### config.mk
export PLATFORM = sky130hd
export DESIGN_NAME = cke_suspend_ctrl
export DESIGN_NICKNAME = d
export VERILOG_FILES = /design/src/rtl/cks_pkg.sv /design/src/rtl/cks_burst_track.sv /design/src/rtl/cks_susp_fsm.sv /design/src/rtl/cks_recovery.sv /design/src/rtl/cke_suspend_ctrl.sv
export SDC_FILE = /design/constraint.sdc
export NUM_CORES = 1
export LEC_CHECK = 0
export ABC_AREA = 1
export CAP_MARGIN = 20
export CORE_AREA = 3 3 40 42
export DETAILED_ROUTE_END_ITERATION = 10
export DIE_AREA = 0 0 43 45
export PLACE_DENSITY = 0.8
export SLEW_MARGIN = 5
export SYNTH_ARGS = -nofsm -noshare
export SYNTH_HDL_FRONTEND = slang
export SYNTH_SLANG_ARGS = --single-unit
### constraint.sdc
create_clock -name clk -period 2.3 [get_ports clk]
set_clock_uncertainty 0.15 [all_clocks]
set_input_delay 0.46 -clock clk [delete_from_list [all_inputs] [get_ports clk]]
set_output_delay 0.46 -clock clk [all_outputs]
set_load 0.005 [all_outputs]
### src/rtl/cks_pkg.sv
package cks_pkg;
  typedef enum logic [0:0] {
    SUSP_RUN  = 1'b0,
    SUSP_HELD = 1'b1
  } susp_state_t;

  function automatic int safe_clog2(input int v);
    return (v < 2) ? 1 : $clog2(v);
  endfunction
endpackage

### src/rtl/cks_burst_track.sv
module cks_burst_track #(
  parameter int BURST_LEN = 4,
  parameter int CAS_LAT   = 2,
  parameter int POS_W     = cks_pkg::safe_clog2(BURST_LEN + CAS_LAT),
  parameter int IDX_W     = cks_pkg::safe_clog2(BURST_LEN)
) (
  input  logic             clk,
  input  logic             rst_n,
  input  logic             start,
  input  logic             hold,
  output logic             busy,
  output logic             at_last,
  output logic             beat_adv,
  output logic             cap_valid,
  output logic [IDX_W-1:0] cap_idx
);
  localparam logic [POS_W-1:0] LAST_POS = POS_W'(BURST_LEN + CAS_LAT - 1);
  localparam logic [POS_W-1:0] CL_POS   = POS_W'(CAS_LAT);
  localparam logic [POS_W-1:0] BL_POS   = POS_W'(BURST_LEN);

  logic [POS_W-1:0] pos;
  logic [POS_W-1:0] cap_off;
  logic             live;

  assign live = busy && !hold;

  always_ff @(posedge clk) begin
    if (!rst_n) begin
      busy <= 1'b0;
      pos  <= '0;
    end else if (start && !busy) begin
      busy <= 1'b1;
      pos  <= '0;
    end else if (live) begin
      if (pos == LAST_POS) begin
        busy <= 1'b0;
        pos  <= '0;
      end else begin
        pos <= pos + 1'b1;
      end
    end
  end

  assign cap_off   = pos - CL_POS;
  assign at_last   = busy && (pos == LAST_POS);
  assign beat_adv  = live && (pos < BL_POS);
  assign cap_valid = live && (pos >= CL_POS);
  assign cap_idx   = cap_off[IDX_W-1:0];
endmodule

### src/rtl/cks_susp_fsm.sv
module cks_susp_fsm #(
  parameter int MAX_SUSP = 16,
  parameter int SCNT_W   = cks_pkg::safe_clog2(MAX_SUSP)
) (
  input  logic clk,
  input  logic rst_n,
  input  logic req,
  input  logic rel,
  input  logic busy,
  input  logic at_last,
  output logic held,
  output logic leaving,
  output logic timeout
);
  import cks_pkg::*;

  localparam logic [SCNT_W-1:0] CAP_CNT = SCNT_W'(MAX_SUSP - 1);

  susp_state_t      st;
  logic [SCNT_W-1:0] cnt;
  logic             forced;
  logic             accept;

  assign held    = (st == SUSP_HELD);
  assign accept  = (st == SUSP_RUN) && req && busy && !at_last;
  assign forced  = held && !rel && (cnt == CAP_CNT);
  assign leaving = held && (rel || (cnt == CAP_CNT));

  always_ff @(posedge clk) begin
    if (!rst_n) begin
      st      <= SUSP_RUN;
      cnt     <= '0;
      timeout <= 1'b0;
    end else begin
      timeout <= forced;
      case (st)
        SUSP_RUN: begin
          cnt <= '0;
          if (accept) st <= SUSP_HELD;
        end
        SUSP_HELD: begin
          if (leaving) begin
            st  <= SUSP_RUN;
            cnt <= '0;
          end else begin
            cnt <= cnt + 1'b1;
          end
        end
        default: st <= SUSP_RUN;
      endcase
    end
  end
endmodule

### src/rtl/cks_recovery.sv
module cks_recovery #(
  parameter int T_CKA = 3,
  parameter int REC_W = cks_pkg::safe_clog2(T_CKA + 1)
) (
  input  logic clk,
  input  logic rst_n,
  input  logic load,
  output logic pending
);
  logic [REC_W-1:0] left;

  always_ff @(posedge clk) begin
    if (!rst_n)          left <= '0;
    else if (load)       left <= REC_W'(T_CKA);
    else if (left != '0) left <= left - 1'b1;
  end

  assign pending = (left != '0);
endmodule

### src/rtl/cke_suspend_ctrl.sv
module cke_suspend_ctrl #(
  parameter int BURST_LEN = 4,
  parameter int CAS_LAT   = 2,
  parameter int MAX_SUSP  = 16,
  parameter int T_CKA     = 3,
  parameter int IDX_W     = cks_pkg::safe_clog2(BURST_LEN)
) (
  input  logic             clk,
  input  logic             rst_n,
  input  logic             burst_start,
  input  logic             susp_req,
  input  logic             susp_rel,
  output logic             cke,
  output logic             busy,
  output logic             beat_adv,
  output logic             cap_valid,
  output logic [IDX_W-1:0] cap_idx,
  output logic             cmd_ready,
  output logic             timeout
);
  logic held;
  logic leaving;
  logic at_last;
  logic rec_pending;
  logic start_ok;

  assign start_ok = burst_start && cmd_ready;

  cks_burst_track #(
    .BURST_LEN(BURST_LEN),
    .CAS_LAT  (CAS_LAT),
    .IDX_W    (IDX_W)
  ) u_track (
    .clk      (clk),
    .rst_n    (rst_n),
    .start    (start_ok),
    .hold     (held),
    .busy     (busy),
    .at_last  (at_last),
    .beat_adv (beat_adv),
    .cap_valid(cap_valid),
    .cap_idx  (cap_idx)
  );

  cks_susp_fsm #(
    .MAX_SUSP(MAX_SUSP)
  ) u_susp (
    .clk    (clk),
    .rst_n  (rst_n),
    .req    (susp_req),
    .rel    (susp_rel),
    .busy   (busy),
    .at_last(at_last),
    .held   (held),
    .leaving(leaving),
    .timeout(timeout)
  );

  cks_recovery #(
    .T_CKA(T_CKA)
  ) u_rec (
    .clk    (clk),
    .rst_n  (rst_n),
    .load   (leaving),
    .pending(rec_pending)
  );

  assign cke       = !held;
  assign cmd_ready = !busy && !held && !rec_pending;
endmodule

# Word-level counts from Yosys, hierarchy flattened
# Index checks and enable logic that the tools add are counted.
[op_classes]
mux = 11
magnitude_cmp = 2
add_sub_neg = 4
reduce_logical = 26
n_shift = 0
div_mod_pow = 0
n_eq_ne = 2
mul = 0
bitwise_logic = 2
[ops]
columns = ["cell", "count"]
rows = [
  ["1-bit logical AND", 14],
  ["4-bit case mux with 2 select lines", 1],
  ["2-bit nonzero test", 4],
  ["1-bit zero test", 5],
  ["1-bit two-way mux", 5],
  ["4-bit by 1-bit adder with 4-bit output, second input constant", 1],
  ["4-bit equality test, second input constant", 1],
  ["2-bit two-way mux", 2],
  ["4-bit two-way mux", 1],
  ["3-bit by 1-bit adder with 3-bit output, second input constant", 1],
  ["3-bit equality test, second input constant", 1],
  ["3-bit by 2-bit greater-or-equal comparator with 1-bit output, second input constant", 1],
  ["3-bit less-than comparator, second input constant", 1],
  ["3-bit two-way mux", 1],
  ["1-bit NOT", 2],
  ["1-bit case mux with 2 select lines", 1],
  ["2-bit AND reduction", 1],
  ["2-bit OR reduction", 1],
  ["2-bit by 1-bit subtractor with 2-bit output, second input constant", 1],
  ["2-bit subtractor, second input constant", 1],
  ["1-bit logical OR", 1],
]
[word_totals]
wordCells = 53
register_bits = 12
latchBits = 0
ramBits = 0
input_bits = 5
mem_count = 0
mem_bits_ro = 0
output_inout_bits = 8

# Logic depth before layout (Yosys ltp)
[depth]
word_depth = 7
depth_mapped = 7
ltp_nobuf = 7

# Cells and area by module
# Synthesis repeated with hierarchy kept, for this count alone.
[unflattened]
cells_unflattened = 91
hier_area_um2 = 596.8
[modules_own_cells]
columns = ["mod", "area_each_um2", "cells_each", "seq_area_each_um2", "instances"]
rows = [
  ["cks_susp_fsm", 247.7, 32, 120.1, 1],
  ["cks_burst_track", 207.7, 34, 80.1, 1],
  ["cks_recovery", 112.6, 18, 40.0, 1],
  ["cke_suspend_ctrl", 28.8, 7, 0.0, 1],
]

# Worst setup path after synthesis
# Ideal clock, no wire load.
[synth_timing]
path_type = "reg2out"
startpoint = "register u_rec.left[0]"
endpoint = "output port cmd_ready"
path_buffers = 0
path_stages_with_launch = 5
required_time_ns = 1.690
t_arrival_ns = 0.775
slack_ns = 0.915
path_cell_list = "dfxtp_1 inv_1 ha_1 inv_1 nor3_1"
[synth_between]
elab_chain_len = 3
[synth_rtl]
columns = ["element", "line", "text"]
rows = [
  ["start: declaration", "cks_recovery.sv:10", "logic [REC_W-1:0] left;"],
  ["start signal: assignment", "cks_recovery.sv:14", "else if (load) left <= REC_W'(T_CKA);"],
  ["start signal: assignment", "cks_recovery.sv:15", "else if (left != '0) left <= left - 1'b1;"],
  ["2-bit nonzero test", "cks_recovery.sv:18", "assign pending = (left != '0);"],
  ["1-bit zero test", "cke_suspend_ctrl.sv:69", "assign cmd_ready = !busy && !held && !rec_pending;"],
  ["1-bit logical AND", "cke_suspend_ctrl.sv:69", ""],
  ["end: declaration", "cke_suspend_ctrl.sv:18", "output logic cmd_ready,"],
]
# Every way passes these cells.

# Final worst setup path
# Ends and elaborated chain as after synthesis.

==> results_dict.tcl <==
set metrics [dict create \
    cts_tree "done" \
    cp-end-kind "primary output" \
    hold_path_class "reg -> reg" \
    worstSetupStartpointType "flop" \
    total_power_mw 0.696 \
    start_util_pct 45.9 \
    synth_top_area_share_pct 40.8 \
    drive_above_1_share_pct 23.6 \
    seq_area_frac_synth_pct 40.8 \
    slew_headroom_pct 82.8 \
    hold_violations 0 \
    die_x_um 43 \
    final_area_um2 764 \
    ys_async_sr_fraction_pct 0 \
    h-tree-depth 1 \
    multi_input_area_um2 297 \
    p_sw_mw 0.230 \
    vias 493 \
    r2r_setup_slack_ns 1.06 \
    grt_overflow 0 \
    yosys_warnings 0 \
    critPathMaxFanout 3 \
    max_stage_delay_ns 0.51 \
    path_class "reg -> out" \
    power.share.clock_pct 24.5 \
    ios 13 \
    crit_family "buffers and inverters" \
    synth-edff-count 0 \
    critPathLaunch "u_rec.left[0]" \
    ys.flop_type "dfxtp_1" \
    path_common_cell "inv_1" \
    required_ns 1.69 \
    regArea_um2 240 \
    sw_frac_of_total_pct 33.0 \
    drt-total-wl_um 1090 \
    numCtsBuffers 3 \
    post_cts_buffers 0 \
    netlist_top_cells_area "dfxtp_1, nand2_1, inv_1" \
    place_area_um2 721 \
    place.gp.congestion 0.838 \
    clockRootBuffer "clkbuf_4" \
    netlist_area_um2 589 \
    final_max_slew_viol_count 0 \
    grt_pass1_wl_um 1820 \
    r2r-end "u_susp.held" \
    yosysMostFrequentCell "nand2_1" \
    synthCells 74 \
    min_period_ns 2.16 \
    p_leak_nw 0.313 \
    ant_nets 0 \
    cp.arrival_ns 1.55 \
    crit_end "cmd_ready" \
    max_slew.worst_pin.slew_ns 0.258 \
    cellPowerDensity_mw_per_mm2 910 \
    num_rows 13 \
    period_share_pct 94.0 \
    cts.path.max_buffers 2 \
    r2r-start "u_susp.cnt[0]" \
    worstSkewPairLatency_ns 0.28 \
    gr-usage-all-layers_pct 13.7 \
    avgRoutedWirePerCell_um 10.4 \
    port_buffers 12 \
    grt_pass1_vias 465 \
    die_area_mm2 0.00194 \
    max_freq_ghz 0.463 \
    synth_commonest_cells "nand2_1, dfxtp_1, inv_1" \
    num_antenna_cells 0 \
    clkTransAtPathRegs_ns 0.08 \
    p_seq_share_pct 38.6 \
    reg2reg_depth 5 \
    coreArea_mm2 0.00128 \
    setup_viol 0 \
    crit_chain "inv_1 -> ha_2 -> inv_1 -> nor3_2 -> clkdlybuf4s50_1" \
    numClockSinks 12 \
    fp.dieH_um 45 \
    post-route-drc-count 0 \
    drtPass1Iterations 4 \
    ys_types 24 \
    avgSynthCellArea_um2 7.96 \
    layout_setup_ws_ns 0.139 \
    setup_tns_ns 0 \
    ir_worst_vdd_mv 0.347 \
    place_inst 100 \
    dp_hpwl_um 848 \
    dr.first_iter.drc_count 9 \
    cp_num_buf_inv 3 \
    viasPerCell 4.74 \
    status "finished clean" \
    ys_ff_latch 12 \
    stdcell_count 104 \
    yosysTopAreaCell "dfxtp_1" \
    slowest_stage "clkdlybuf4s50_1" \
    p_int_mw 0.466 \
    path_depth 5 \
    antenna_found_initial 0 \
    place_ws_ns 0.405 \
    synthToLayoutAreaGrowth_pct 29.7 \
    grt_max_degree 8 \
    fin_nets 97 \
    combPwrFrac_pct 37.0 \
    syn_nets 81 \
    cap_violations 0 \
    fillers 116 \
    grt_setup_unrepaired "no" \
]
[sequential cells by signal, indices dropped and copies added (netlist names)]
name	flops
u_susp.cnt	4
u_track.pos	3
u_track.busy	1
u_susp.timeout	1
u_susp.held	1
u_rec.left	2
[routing by layer]
layer  track usage (%)  routed length, µm
met4              16.3                 47
met2              21.6                523
met1              14.4                463
met5                 0                  0
met3              2.39                 51
[metrics by stage]
stage / util [%] / hold WS (ns)
finish: 59.5 / 0.309
global route: 59.5 / 0.344
floorplan: - / 0.277
CTS: 58.9 / 0.312
detailed placement: 56.1 / 0.296
global placement: 56.1 / 0.292
[final cells by class]
class / instances / share of cell area, %
inverters: 14 / 6.87
flip-flops and latches: 12 / 31.4
clock buffers: 4 / 4.75
repair buffers: 12 / 15.7
well taps: 15 / 2.45
multi-input cells: 47 / 38.8
[worst min path at each step]
stage               cells after the start          start  slack (ns)             to
finish                                  1  u_susp.cnt[0]        0.31  u_susp.cnt[0]
global route                            1  u_susp.cnt[0]        0.34  u_susp.cnt[0]
CTS                                     1  u_susp.cnt[0]        0.31  u_susp.cnt[0]
detailed placement                      1  u_susp.cnt[0]        0.30  u_susp.cnt[0]
global placement                        1  u_susp.cnt[0]        0.29  u_susp.cnt[0]
floorplan                               1  u_susp.cnt[0]        0.28  u_susp.cnt[0]
[worst register-to-register path, cell delays in order (launching register included)]
cell and delay, ns:
dfxtp_1 0.37, ha_1 0.20, nand3_1 0.12, nor2b_4 0.16
inv_2 0.08, o21ai_2 0.05
[kinds of logic after synthesis]
family                     Yosys count  share of synthesized area, %
buffers and inverters               15                          10.2
adders and majority gates            2                          4.25
xor gates and xnor gates             3                          4.46
AOI/OAI and AO/OA                    6                          6.37
DFF                                 12                          40.8
and+or+nand+nor                     36                          34.0
[timing repair]
| action | 4_1_cts | 5_1_grt |
|---|---|---|
| gates resized for setup | 0 | 2 |
| endpoints found under the setup margin | 0 | 1 |
| hold endpoints to repair | 0 | 0 |
| hold buffers | 0 | 0 |
[placed cells by master, fill, tap and decap left out, types with 2 or more instances in the layout]
cell and n:
clkbuf_4 3, inv_2 3, inv_1 11, nand2_1 13, a21oi_1 3, nor2_1 6, nand3_1 3, xnor2_1 2
dfxtp_1 12, nor2_2 4, clkdlybuf4s50_1 12
[power by group through the flow]
stage          Combinational, mW  Sequential (mW)  Clock (mW)
2_1_floorplan              0.158            0.268           0
3_3_place_gp               0.236            0.270           0
3_5_place_dp               0.247            0.272           0
4_1_cts                    0.249            0.267       0.176
5_1_grt                    0.286            0.275       0.185
6_report                   0.257            0.268       0.170
Note: power is estimated with default switching activity, not from simulation.
